File: src/rtl/prefetch_pipe_pkg.sv
package prefetch_pipe_pkg;

  // Width of one instruction word and of the long word that holds two.
  localparam int WORD_W = 16;
  localparam int LONG_W = 2 * WORD_W;

  // Fetch controller states.
  typedef enum logic [1:0] {
    FS_IDLE  = 2'd0,
    FS_WAIT  = 2'd1,
    FS_DRAIN = 2'd2
  } fetch_state_e;

  // One pipe stage: valid flag, fault flag and the word itself.
  typedef struct packed {
    logic              vld;
    logic              flt;
    logic [WORD_W-1:0] word;
  } stage_t;

  // Select the word of a long word: odd picks the low half.
  function automatic logic [WORD_W-1:0] pick_half(input logic [LONG_W-1:0] lw,
                                                  input logic odd);
    return odd ? lw[WORD_W-1:0] : lw[LONG_W-1:WORD_W];
  endfunction

  // An empty stage.
  function automatic stage_t empty_stage();
    stage_t s;
    s.vld  = 1'b0;
    s.flt  = 1'b0;
    s.word = '0;
    return s;
  endfunction

endpackage

File: src/rtl/prefetch_pipe_hold.sv
module prefetch_pipe_hold
  import prefetch_pipe_pkg::*;
#(
  parameter int LA_W = 15
) (
  input  logic              clk,
  input  logic              rst_n,
  input  logic              clear,
  input  logic              load,
  input  logic [LA_W-1:0]   load_la,
  input  logic [LONG_W-1:0] load_data,
  input  logic              load_err,
  input  logic [LA_W-1:0]   probe_la,
  output logic              hit,
  output logic [WORD_W-1:0] low_word,
  output logic              held_fault
);

  logic              held_vld;
  logic [LA_W-1:0]   held_la;
  logic [LONG_W-1:0] held_data;
  logic              held_err;

  always_ff @(posedge clk) begin
    if (!rst_n) begin
      held_vld  <= 1'b0;
      held_la   <= '0;
      held_data <= '0;
      held_err  <= 1'b0;
    end else if (clear) begin
      held_vld <= 1'b0;
      held_err <= 1'b0;
    end else if (load) begin
      held_vld  <= 1'b1;
      held_la   <= load_la;
      held_data <= load_data;
      held_err  <= load_err;
    end
  end

  // The odd word can come from here only if the same long word is held.
  assign hit        = held_vld && (held_la == probe_la);
  assign low_word   = pick_half(held_data, 1'b1);
  assign held_fault = held_err;

endmodule

File: src/rtl/prefetch_pipe_ctrl.sv
module prefetch_pipe_ctrl
  import prefetch_pipe_pkg::*;
#(
  parameter int AW = 16,
  localparam int LA_W = AW - 1
) (
  input  logic              clk,
  input  logic              rst_n,
  input  logic              flush,
  input  logic              req_valid,
  input  logic [AW-1:0]     req_addr,
  output logic              req_ready,
  input  logic              hold_hit,
  output logic              mem_req_valid,
  output logic [LA_W-1:0]   mem_req_addr,
  input  logic              mem_rsp_valid,
  output logic              hit_take,
  output logic              rsp_take,
  output logic [LA_W-1:0]   pend_la,
  output logic              pend_odd
);

  fetch_state_e state, state_nx;

  logic            accept;
  logic            req_odd;
  logic            need_fetch;
  logic [LA_W-1:0] req_la;

  assign req_odd    = req_addr[0];
  assign req_la     = req_addr[AW-1:1];
  assign req_ready  = (state == FS_IDLE) && !flush;
  assign accept     = req_valid && req_ready;
  assign need_fetch = !req_odd || !hold_hit;

  assign mem_req_valid = accept && need_fetch;
  assign mem_req_addr  = req_la;
  assign hit_take      = accept && !need_fetch;
  assign rsp_take      = (state == FS_WAIT) && mem_rsp_valid && !flush;

  always_comb begin
    state_nx = state;
    unique case (state)
      FS_IDLE: begin
        if (mem_req_valid) state_nx = FS_WAIT;
      end
      FS_WAIT: begin
        if (mem_rsp_valid)  state_nx = FS_IDLE;
        else if (flush)     state_nx = FS_DRAIN;
      end
      FS_DRAIN: begin
        if (mem_rsp_valid)  state_nx = FS_IDLE;
      end
      default: state_nx = FS_IDLE;
    endcase
  end

  always_ff @(posedge clk) begin
    if (!rst_n) begin
      state    <= FS_IDLE;
      pend_la  <= '0;
      pend_odd <= 1'b0;
    end else begin
      state <= state_nx;
      if (mem_req_valid) begin
        pend_la  <= req_la;
        pend_odd <= req_odd;
      end
    end
  end

endmodule

File: src/rtl/prefetch_pipe_stages.sv
module prefetch_pipe_stages
  import prefetch_pipe_pkg::*;
#(
  parameter int STAGES = 3
) (
  input  logic   clk,
  input  logic   rst_n,
  input  logic   clear,
  input  logic   shift,
  input  stage_t in_word,
  output stage_t out_word
);

  stage_t stq [STAGES];

  for (genvar i = 0; i < STAGES; i++) begin : g_stage
    stage_t nx;
    if (i == 0) begin : g_entry
      assign nx = in_word;
    end else begin : g_follow
      assign nx = stq[i-1];
    end

    always_ff @(posedge clk) begin
      if (!rst_n || clear) begin
        stq[i] <= empty_stage();
      end else if (shift) begin
        stq[i] <= nx;
      end
    end
  end

  assign out_word = stq[STAGES-1];

endmodule

File: src/rtl/prefetch_pipe.sv
module prefetch_pipe
  import prefetch_pipe_pkg::*;
#(
  parameter int AW     = 16,
  parameter int STAGES = 3
) (
  input  logic              clk,
  input  logic              rst_n,
  input  logic              flush,
  input  logic              req_valid,
  input  logic [AW-1:0]     req_addr,
  output logic              req_ready,
  output logic              mem_req_valid,
  output logic [AW-2:0]     mem_req_addr,
  input  logic              mem_rsp_valid,
  input  logic [LONG_W-1:0] mem_rsp_data,
  input  logic              mem_rsp_err,
  output logic              dec_valid,
  output logic [WORD_W-1:0] dec_word,
  output logic              dec_fault
);

  localparam int LA_W = AW - 1;

  // Named internal events, visible to the bound checker.
  logic              hold_hit;
  logic              hit_take;
  logic              rsp_take;
  logic              load_evt;
  logic [LA_W-1:0]   pend_la;
  logic              pend_odd;
  logic [WORD_W-1:0] held_low;
  logic              held_fault;
  stage_t            entry_word;
  stage_t            last_word;

  prefetch_pipe_ctrl #(.AW(AW)) u_ctrl (
    .clk           (clk),
    .rst_n         (rst_n),
    .flush         (flush),
    .req_valid     (req_valid),
    .req_addr      (req_addr),
    .req_ready     (req_ready),
    .hold_hit      (hold_hit),
    .mem_req_valid (mem_req_valid),
    .mem_req_addr  (mem_req_addr),
    .mem_rsp_valid (mem_rsp_valid),
    .hit_take      (hit_take),
    .rsp_take      (rsp_take),
    .pend_la       (pend_la),
    .pend_odd      (pend_odd)
  );

  prefetch_pipe_hold #(.LA_W(LA_W)) u_hold (
    .clk        (clk),
    .rst_n      (rst_n),
    .clear      (flush),
    .load       (rsp_take),
    .load_la    (pend_la),
    .load_data  (mem_rsp_data),
    .load_err   (mem_rsp_err),
    .probe_la   (req_addr[AW-1:1]),
    .hit        (hold_hit),
    .low_word   (held_low),
    .held_fault (held_fault)
  );

  // Every word reaches the pipe through the holding register path: either
  // the word just captured from memory or the low half kept from earlier.
  always_comb begin
    entry_word.vld = 1'b1;
    if (rsp_take) begin
      entry_word.word = pick_half(mem_rsp_data, pend_odd);
      entry_word.flt  = mem_rsp_err;
    end else begin
      entry_word.word = held_low;
      entry_word.flt  = held_fault;
    end
  end

  assign load_evt = hit_take || rsp_take;

  prefetch_pipe_stages #(.STAGES(STAGES)) u_stages (
    .clk      (clk),
    .rst_n    (rst_n),
    .clear    (flush),
    .shift    (load_evt),
    .in_word  (entry_word),
    .out_word (last_word)
  );

  assign dec_valid = last_word.vld;
  assign dec_word  = last_word.word;
  assign dec_fault = last_word.flt;

endmodule

File: config.mk
export PLATFORM = sky130hd
export DESIGN_NAME = prefetch_pipe
export DESIGN_NICKNAME = d
export VERILOG_FILES = /design/src/rtl/prefetch_pipe_pkg.sv /design/src/rtl/prefetch_pipe_hold.sv /design/src/rtl/prefetch_pipe_ctrl.sv /design/src/rtl/prefetch_pipe_stages.sv /design/src/rtl/prefetch_pipe.sv
export SDC_FILE = /design/constraint.sdc
export NUM_CORES = 1
export LEC_CHECK = 0
export BUFFER_PORTS_ARGS = -buffer_cell sky130_fd_sc_hd__buf_2
export CAP_MARGIN = 0
export CORE_MARGIN = 2
export CORE_UTILIZATION = 38
export DETAILED_ROUTE_END_ITERATION = 8
export GPL_TIMING_DRIVEN = 1
export SLEW_MARGIN = 20
export SYNTH_ARGS = -nofsm -noshare
export SYNTH_HDL_FRONTEND = slang
export SYNTH_HIERARCHICAL = 1
export SYNTH_SLANG_ARGS = --single-unit
export TNS_END_PERCENT = 50
File: constraint.sdc
create_clock -name clk -period 4.46 [get_ports clk]
set_input_delay 0.223 -clock clk [delete_from_list [all_inputs] [get_ports clk]]
set_output_delay 0.223 -clock clk [all_outputs]
set_load 0.005 [all_outputs]
==> run_results.csv <==
group,metric,value,unit
cts,cts_tree,"built",
sta,max_slew_margin,32.9,%
sta,rsz0062_at_grt,"false",
critical_path,r2r_start,"u_hold/held_la[3]",
critical_path,startpoint_type,"register",
global_route,grt_pass1_wl,15400,µm
sta,hold_viol_final,0,
synthesis,synth_top_area_share,32.9,%
critical_path,arrival,3.12,ns
power_and_ir_drop,pwr-share-seq,52.9,%
sta,drv_slew,0,
critical_path,crit_chain,"xnor2_1 > nand4_1 > nor4_1 > nand2_1 > nor2_1 > or2_2 > buf_4 > or3b_2 > buf_4",
worst_hold_path,hp-class,"input port to register",
critical_path,setup.worst_path.class,"register to register",
routing,routed_wl,9300,µm
cts,clk_pin_slew,0.07,ns
sta,skew,0.00667,ns
cts,h-tree-depth,3,
place,numPortBuffers,88,
place,placed_cells,653,
routing,first_iter_violations,140,
sta,fin_tns_setup,0,ns
floorplan,fp.dieH,118,µm
power_and_ir_drop,power_density,360,nW/µm²
synthesis,mappedNetlistNets,496,
sta,timing.fmax,319,MHz
cts,cts_buffers,9,
power_and_ir_drop,p_switching,446,µW
synthesis,yosysWarningCount,6,
cells_and_area,syn_to_final_growth,12.5,%
cts,clk_latency,0.35,ns
cells_and_area,finalInstanceArea,5550,µm²
synthesis,yosys.area.top_type,"edfxtp_1",
synthesis,synth_area_leaders,"edfxtp_1 (33%), dfxtp_1 (21%), and4b_1 (11%)",
critical_path,cpMaxStageDelayCell,"nor4_1",
cells_and_area,antenna_cells,0,
cts,cts_resized,0,
sta,finalCriticalPeriod,3.14,ns
cts,post_cts.repair.setup_buffers,0,
power_and_ir_drop,p_sw_share,22.3,%
place,gp_congestion,0.766,
place,placed_area,5240,µm²
cts,cts_root_buf,"clkbuf_16",
critical_path,crit_path_frequent_cell,"buf_4",
cells_and_area,finish.net_count,546,
synthesis,yosysUniqueCellTypes,30,
place,dp.final_hpwl,5930,µm
routing,wire_per_inst,13.9,µm
place,pre_cts_ws,1.30,ns
sta,worst_slew_pin_slew,1.01,ns
status,status,"finished, final reports clean",
sta,layout_setup_ws,1.32,ns
floorplan,rows,41,
global_route,gr-usage-all-layers,13.8,%
cts,hold_buffers,0,
power_and_ir_drop,power_frac_comb,7.2,%
critical_path,critPathLaunch,"u_hold/held_la[3]",
cells_and_area,drive_gt1_share,23.3,%
synthesis,yosysSeqAreaShare,53.6,%
floorplan,pin_count,89,
routing,num_vias,3253,
floorplan,start_util,39.1,%
job,max-cap-violations,0,
synthesis,netlist_instances,442,
floorplan,die_w,118,µm
synthesis,syn_area_per_cell,11.2,µm²
critical_path,slowest_delay,0.67,ns
power_and_ir_drop,peakVddDrop,0.161,mV
floorplan,core,12600,µm²
sta,period_share,70.3,%
routing,ant_nets,0,
sta,setup_violations,0,
power_and_ir_drop,leakagePower,0.00226,µW
critical_path,critPathCaptureType,"register",
power_and_ir_drop,p_int,1550,µW
cts,cts_sinks,105,
cells_and_area,final_cell_count_no_fill,669,
synthesis,syn_area,4930,µm²
floorplan,die_area,13900,µm²
power_and_ir_drop,total_power,2000,µW
routing,drt-pass1-iter-count,4,
critical_path,cp.required,4.44,ns
cts,cts_buffer_depth,2,
synthesis,ys_seq_elements,105,
global_route,antenna_found_initial,0,
routing,post-route-drc-count,0,
cells_and_area,nFillCells,1245,
global_route,first_global_vias,3180,
power_and_ir_drop,clockPowerShare,39.9,%
critical_path,cp_max_fo,55,
global_route,grt_overflow,0,
global_route,grt_max_degree,121,
routing,vias_per_cell,4.86,
worst_hold_path,hold_start,"mem_rsp_valid",
-- registers in the layout, indices dropped and copies added (netlist names) --
signal and flops:
u_stages/stq 54, u_hold/held_data 16, u_ctrl/pend_la 15, u_hold/held_la 15
u_ctrl/state 2, u_ctrl/pend_odd 1, u_hold/held_fault 1, u_hold/held_vld 1
-- critical path, delay by kind of cell (launching register included) --
kind | cells | cell delay, ns
simple gates | 6 | 1.33
buf+inv | 2 | 0.89
flops | 1 | 0.32
xor+xnor | 1 | 0.20
-- power by group through the flow --
stage / Clock, µW / Sequential (µW) / Combinational (µW)
floorplan: 0 / 1070 / 105
global placement: 0 / 1080 / 143
detailed placement: 0 / 1080 / 146
CTS: 822 / 1060 / 146
global route: 859 / 1060 / 160
finish: 797 / 1060 / 144
-- layout by cell type, fill, tap and decap left out, types with 2 or more instances in the layout --
| master | netlist | layout |
|---|---|---|
| nand2_1 | 94 | 94 |
| buf_2 | 18 | 87 |
| and4b_1 | 54 | 54 |
| edfxtp_1 | 54 | 54 |
| dfxtp_1 | 51 | 51 |
| mux2i_1 | 32 | 32 |
| a21boi_1 | 31 | 31 |
| nor2_1 | 21 | 21 |
| a21oi_1 | 16 | 16 |
| xnor2_1 | 15 | 15 |
| clkbuf_16 | 0 | 9 |
| buf_4 | 18 | 5 |
| nand4_1 | 4 | 4 |
| mux2_2 | 2 | 2 |
| inv_6 | 0 | 2 |
| clkinvlp_4 | 0 | 2 |
| nand2b_1 | 2 | 2 |
-- through the flow --
stage / utilization (%) / hold slack (ns)
2_1_floorplan: - / 0.298
3_3_place_gp: 41.5 / 0.415
3_5_place_dp: 41.6 / 0.434
4_1_cts: 44.0 / 0.0596
5_1_grt: 44.0 / 0.0707
6_report: 44.0 / 0.0754
-- cell type report --
cell class / instances / area, µm² / share of cell area (%)
clock buffer: 10 / 229 / 4.13
clock inverter: 6 / 73.8 / 1.33
multi-input combinational: 284 / 1910 / 34.5
sequential: 105 / 2640 / 47.6
tap: 172 / 215 / 3.88
timing repair buffer: 92 / 473 / 8.53
-- logic make-up (layout without fill, tap and decap cells) --
| family | count (synthesis) | after routing | share of synthesized area (%) |
|---|---|---|---|
| flops | 105 | 105 | 53.6 |
| other cells | 1 | 1 | 0.0761 |
| mux | 34 | 34 | 6.96 |
| compound gates | 50 | 50 | 7.06 |
| buf+inv | 53 | 108 | 7.59 |
| xor+xnor | 15 | 15 | 2.67 |
| simple gates | 184 | 184 | 22.0 |
-- cell usage after synthesis (all sizes together) --
cell type   n
nand2      94
and4b      54
edfxtp     54
dfxtp      51
buf        45
mux2i      32
a21boi     31
nor2       21
a21oi      17
xnor2      15
clkbuf      8
nand4       4
mux2        2
nand2b      2
and2b       1
and4bb      1
conb        1
nor3        1
nor3b       1
nor4        1
nor4b       1
o21a        1
o221a       1
or2         1
or3b        1
or4b        1
-- metal layers --
metal	GRT usage, %	part of all wire, %	up-vias
li1	-	-	1666
met1	18.5	50	1506
met2	21.5	44	72
met3	3.20	4.4	9
met4	5.65	1.4	0
met5	0	0	-
-- worst paths after layout --
| check | cells past startpoint | to | slack [ns] |
|---|---|---|---|
| worst max-delay path | 9 | u_stages/stq[0][10] | 1.32 |
| worst min-delay path | 2 | u_ctrl/state[1] | 0.08 |
| worst max register to register | 9 | u_stages/stq[0][10] | 1.32 |
| worst min register to register | 2 | u_hold/held_data[8] | 0.45 |
Power figures use the tool's default switching activity.
